### src/rtl/carry_dds_pkg.sv
package carry_dds_pkg;

  typedef struct packed {
    logic step;  // advance every segment, carry and delay stage
    logic take;  // capture a new tuning word
  } ctrl_t;

endpackage

### src/rtl/carry_dds_ctrl.sv
module carry_dds_ctrl
  import carry_dds_pkg::*;
(
  input  logic  rst,
  input  logic  en,
  input  logic  load,
  output ctrl_t ctrl
);

  // Reset overrides both strobes; enable and load are otherwise independent.
  always_comb begin
    ctrl.step = en & ~rst;
    ctrl.take = load & ~rst;
  end

endmodule

### src/rtl/carry_dds_path.sv
module carry_dds_path
  import carry_dds_pkg::*;
#(
  parameter int ACC_W   = 32,
  parameter int NUM_SEG = 4
) (
  input  logic             clk,
  input  logic             rst,
  input  ctrl_t            ctrl,
  input  logic [ACC_W-1:0] ftwIn,
  output logic [ACC_W-1:0] ftwCur,
  output logic [ACC_W-1:0] phaseOut,
  output logic             carryOut
);

  localparam int SEG_W = ACC_W / NUM_SEG;

  logic [NUM_SEG-1:0] cyVec;

  // Active tuning word.
  always_ff @(posedge clk) begin
    if (rst)            ftwCur <= '0;
    else if (ctrl.take) ftwCur <= ftwIn;
  end

  for (genvar k = 0; k < NUM_SEG; k++) begin : g_seg
    logic [SEG_W-1:0] addend;
    logic             cyIn;
    logic [SEG_W-1:0] segQ;
    logic             cyQ;
    logic [SEG_W:0]   sum;

    if (k == 0) begin : g_base
      assign addend = ftwCur[SEG_W-1:0];
      assign cyIn   = 1'b0;
    end else begin : g_lag
      // Tuning slice delayed by the same depth as this segment's carry skew.
      logic [SEG_W-1:0] lagQ [k];
      always_ff @(posedge clk) begin
        if (rst) begin
          for (int j = 0; j < k; j++) lagQ[j] <= '0;
        end else if (ctrl.step) begin
          lagQ[0] <= ftwCur[k*SEG_W +: SEG_W];
          for (int j = 1; j < k; j++) lagQ[j] <= lagQ[j-1];
        end
      end
      assign addend = lagQ[k-1];
      assign cyIn   = cyVec[k-1];
    end

    assign sum = {1'b0, segQ} + {1'b0, addend} + {{SEG_W{1'b0}}, cyIn};

    always_ff @(posedge clk) begin
      if (rst) begin
        segQ <= '0;
        cyQ  <= 1'b0;
      end else if (ctrl.step) begin
        segQ <= sum[SEG_W-1:0];
        cyQ  <= sum[SEG_W];
      end
    end

    assign phaseOut[k*SEG_W +: SEG_W] = segQ;
    assign cyVec[k] = cyQ;
  end

  assign carryOut = cyVec[NUM_SEG-1];

endmodule

### src/rtl/carry_dds.sv
module carry_dds
  import carry_dds_pkg::*;
#(
  parameter int ACC_W   = 32,
  parameter int NUM_SEG = 4
) (
  input  logic             clk,
  input  logic             rst,
  input  logic             en,
  input  logic             load,
  input  logic [ACC_W-1:0] ftwIn,
  output logic             carryOut,
  output logic [ACC_W-1:0] phaseOut
);

  ctrl_t            ctrl;
  logic [ACC_W-1:0] ftwCur;

  carry_dds_ctrl u_ctrl (
    .rst  (rst),
    .en   (en),
    .load (load),
    .ctrl (ctrl)
  );

  carry_dds_path #(
    .ACC_W   (ACC_W),
    .NUM_SEG (NUM_SEG)
  ) u_path (
    .clk      (clk),
    .rst      (rst),
    .ctrl     (ctrl),
    .ftwIn    (ftwIn),
    .ftwCur   (ftwCur),
    .phaseOut (phaseOut),
    .carryOut (carryOut)
  );

endmodule

### config.mk
export PLATFORM = sky130hd
export DESIGN_NAME = carry_dds
export DESIGN_NICKNAME = d
export VERILOG_FILES = /design/src/rtl/carry_dds_pkg.sv /design/src/rtl/carry_dds_ctrl.sv /design/src/rtl/carry_dds_path.sv /design/src/rtl/carry_dds.sv
export SDC_FILE = /design/constraint.sdc
export NUM_CORES = 1
export LEC_CHECK = 0
export CAP_MARGIN = 40
export CELL_PAD_IN_SITES_DETAIL_PLACEMENT = 0
export CELL_PAD_IN_SITES_GLOBAL_PLACEMENT = 1
export CORE_MARGIN = 10
export CORE_UTILIZATION = 45
export DETAILED_ROUTE_END_ITERATION = 10
export PLACE_DENSITY = 0.87
export SLEW_MARGIN = 20
export SYNTH_ARGS = -nofsm -noshare
export SYNTH_HDL_FRONTEND = slang
export SYNTH_SLANG_ARGS = --single-unit
### constraint.sdc
create_clock -name clk -period 4.12 [get_ports clk]
set_input_delay 0.618 -clock clk [delete_from_list [all_inputs] [get_ports clk]]
set_output_delay 0.618 -clock clk [all_outputs]
set_load 0.01 [all_outputs]
==> impl_results.md <==
- Post-CTS Resized: 0
- Hold Path Class: register to register
- CTS Hold Bufs: 0
- GRT Total Usage: 0.136
- TritonCTS clock tree: yes
- Crit path required time: approximately 4.4 ns
- # H-tree levels: 4
- Post-synth top area share: 0.262
- Synth cell types: 44
- FILL cells: roughly 1.0k
- Post-route minimum period: between 2 and 2.5 ns
- Layout cells sized above 1: 0.0730
- Critical path arrival: between 2 and 3 ns
- Longest Clk Path Bufs: 2
- Design Area, Final: 6980 sq um
- Mean Syn Cell Area: between 10 and 15 sq um
- IO Port Bufs: approximately 70
- Initial drt markers: approximately 170
- Post-synth EDFFs: 48
- Hold Vio Cnt, Final: 0
- Area Growth Syn to Fin: 26.8%
- Total CTS buffers: 17
- First-pass GRT wire length: between 15 and 20 mm
- VDD IR max: around 0.32 mV
- Die area: 17100 sq um
- Final nets: 648
- Post-route DRC: 0
- Status: complete, no violations
- GPL Wtd Cong: a little over 0.8
- Worst-path fanout max: 3
- Max_slew headroom: 0.610
- PD cells: between 400 and 500 nW/um^2
- Final setup vio count: 0
- DIE HEIGHT: about 130 um
- Post-Syn Nets: 580
- Critical Path Source Type: register
- Most used DFF post-synth: dfxtp_1
- Synth async-reset ratio: 0
- Vias in the first global route: approximately 4.0k
- Pins Over Slew Limit: 0
- Hpwl dp: 7.89 mm
- Largest net degree at the start of global routing: 54
- Seq/Total Area, Yosys: 0.509
- Clk Latency, worst-skew pair: 0.40 ns
- Setup bufs post-CTS: 0
- Post-DR vias/cell: roughly 5.2
- Critical path class: register to register
- Final wirelength: about 11 mm
- Core area: about 12000 sq um
- Total number of vias: around 3.9k
- RSZ-0062 raised after global routing: false
- Mapped Cells: 508
- Flip-flop and latch count after synthesis: between 100 and 150
- Grt ovf: 0
- Clock slew at reported path FFs: 0.05 ns
- Synth warn: 0
- Drt first pass iters: 4
- CP endpoint kind: register
- Count leader, synth: nor2_1
- Average wire per standard cell: around 15 um
- Worst-margin pin slew: ~0.58 ns
- Max-cap violation count: 0
- ANT nets after route: 0
- Area leader, netlist: edfxtp_1
- Synthesized area: around 5500 sq um
- Leak pwr: ~3 nW
- Row count: 40
- Setup TNS: 0 ns
- Placed cell areas: approximately 6300 sq um
- # diodes: 0
- Period utilization: 0.559
- Largest cells by area after synthesis: edfxtp_1 (26%), dfxtp_1 (25%), mux2i_1 (8.7%), ha_1 (6.6%), and2_1 (5.7%)
- Die width: approximately 130 um
- Starting Density: 0.458
- Total I/O pin count: 69
- Root buf cell: clkbuf_16
- Fmax: between 400 and 500 MHz
- Clk_skew: approximately 0.0065 ns
- CTS sink count: 116
- Top cells by instance count after synthesis: nor2_1 (76), dfxtp_1 (68), and2_1 (50)
- Initial antenna violation count: 0
layout make-up:
cell class                 instances  area [sq um]  share of cell area
inverter                          14          52.6             0.00753
clock buffer                      18           439              0.0629
tap                              147           184              0.0264
clock inverter                    14           206              0.0296
timing repair buffer              73           748               0.107
sequential                       116          2800               0.402
multi-input combinational        354          2550               0.365
cells by family (layout without fill, tap and decap cells):
family                   after synthesis  after routing  synth area share
AO/OA/AOI/OAI                         86             86             0.109
flip-flops                           116            116             0.509
multiplexers                          49             49            0.0893
adder cells (fa/ha/maj)               36             36            0.0914
AND/OR/NAND/NOR                      177            177             0.162
buffers and inverters                 38            119            0.0298
XOR/XNOR                               6              6           0.00955
registers in the layout, summed over array words and instances (netlist names):
name	count
u_path.carryOut	1
u_path.ftwCur	32
u_path.g_seg.cyQ	3
u_path.g_seg.g_lag.lagQ	48
u_path.g_seg.segQ	32
critical path: stages (launching register included):
cell and delay, ns:
edfxtp_1 0.39, fa_1 0.47, fa_1 0.45, a211oi_1 0.25, nor2_1 0.12, o211ai_1 0.19
nand2_1 0.08, a32o_1 0.25
layer usage:
layer	share of wire	vias up	global-route usage
met5	0	-	0
met2	0.48	77	0.230
met1	0.45	1814	0.158
li1	-	1956	-
met3	0.057	11	0.0443
met4	0.011	0	0.0497
cell usage in the layout (no fill, tap or decap), types with 2 or more instances in the layout:
cell type,count
nand2_1,13
a211oi_2,2
nor2b_1,2
clkinvlp_4,3
o211ai_1,4
buf_2,3
nor2_1,76
buf_4,2
fa_1,7
a21o_1,5
o21ai_0,19
xnor2_1,5
o31a_1,4
mux2i_1,48
nor3_1,3
buf_12,2
and2_1,50
a211oi_1,15
edfxtp_1,48
a211o_1,2
nor4b_1,2
a22oi_1,2
or2_0,3
a31oi_1,9
ha_1,29
inv_1,13
clkdlybuf4s50_1,65
clkinv_1,3
clkbuf_16,17
nor3b_1,9
and3_1,4
nand3_1,10
dfxtp_1,68
a21oi_1,9
o21ai_1,2
o21a_1,4
a2111o_1,4
bufinv_16,5
a22o_1,2
per-stage QoR:
stage	hold WS, ns	worst slack, ns	total power, mW	utilization	std cells
6_report	0.485	1.82	3.27	0.581	736
5_1_grt	0.506	1.64	3.40	0.581	736
4_1_cts	0.490	1.80	3.30	0.581	736
3_5_place_dp	0.475	1.83	1.71	0.527	704
3_3_place_gp	0.464	1.83	1.69	0.522	701
2_1_floorplan	0.452	1.83	1.56	-	508
where the power goes:
group          switching (mW)  internal (mW)  leakage (nW)  total, mW
registers              0.0455           1.27          1.09       1.32
logic                   0.178          0.185          1.58      0.364
clock network           0.510           1.08         0.305       1.59
final timing paths:
| check | start | endpoint | slack (ns) | depth (start not counted) |
|---|---|---|---|---|
| worst max register to register | u_path.g_seg[1].g_lag.lagQ[0][0] | u_path.g_seg[1].cyQ | 1.82 | 7 |
| worst max-delay path | u_path.g_seg[1].g_lag.lagQ[0][0] | u_path.g_seg[1].cyQ | 1.82 | 7 |
| worst min-delay path | u_path.ftwCur[16] | u_path.ftwCur[16] | 0.48 | 2 |
| worst min register to register | u_path.ftwCur[16] | u_path.ftwCur[16] | 0.48 | 2 |
Note: power is estimated with default switching activity, not from simulation.
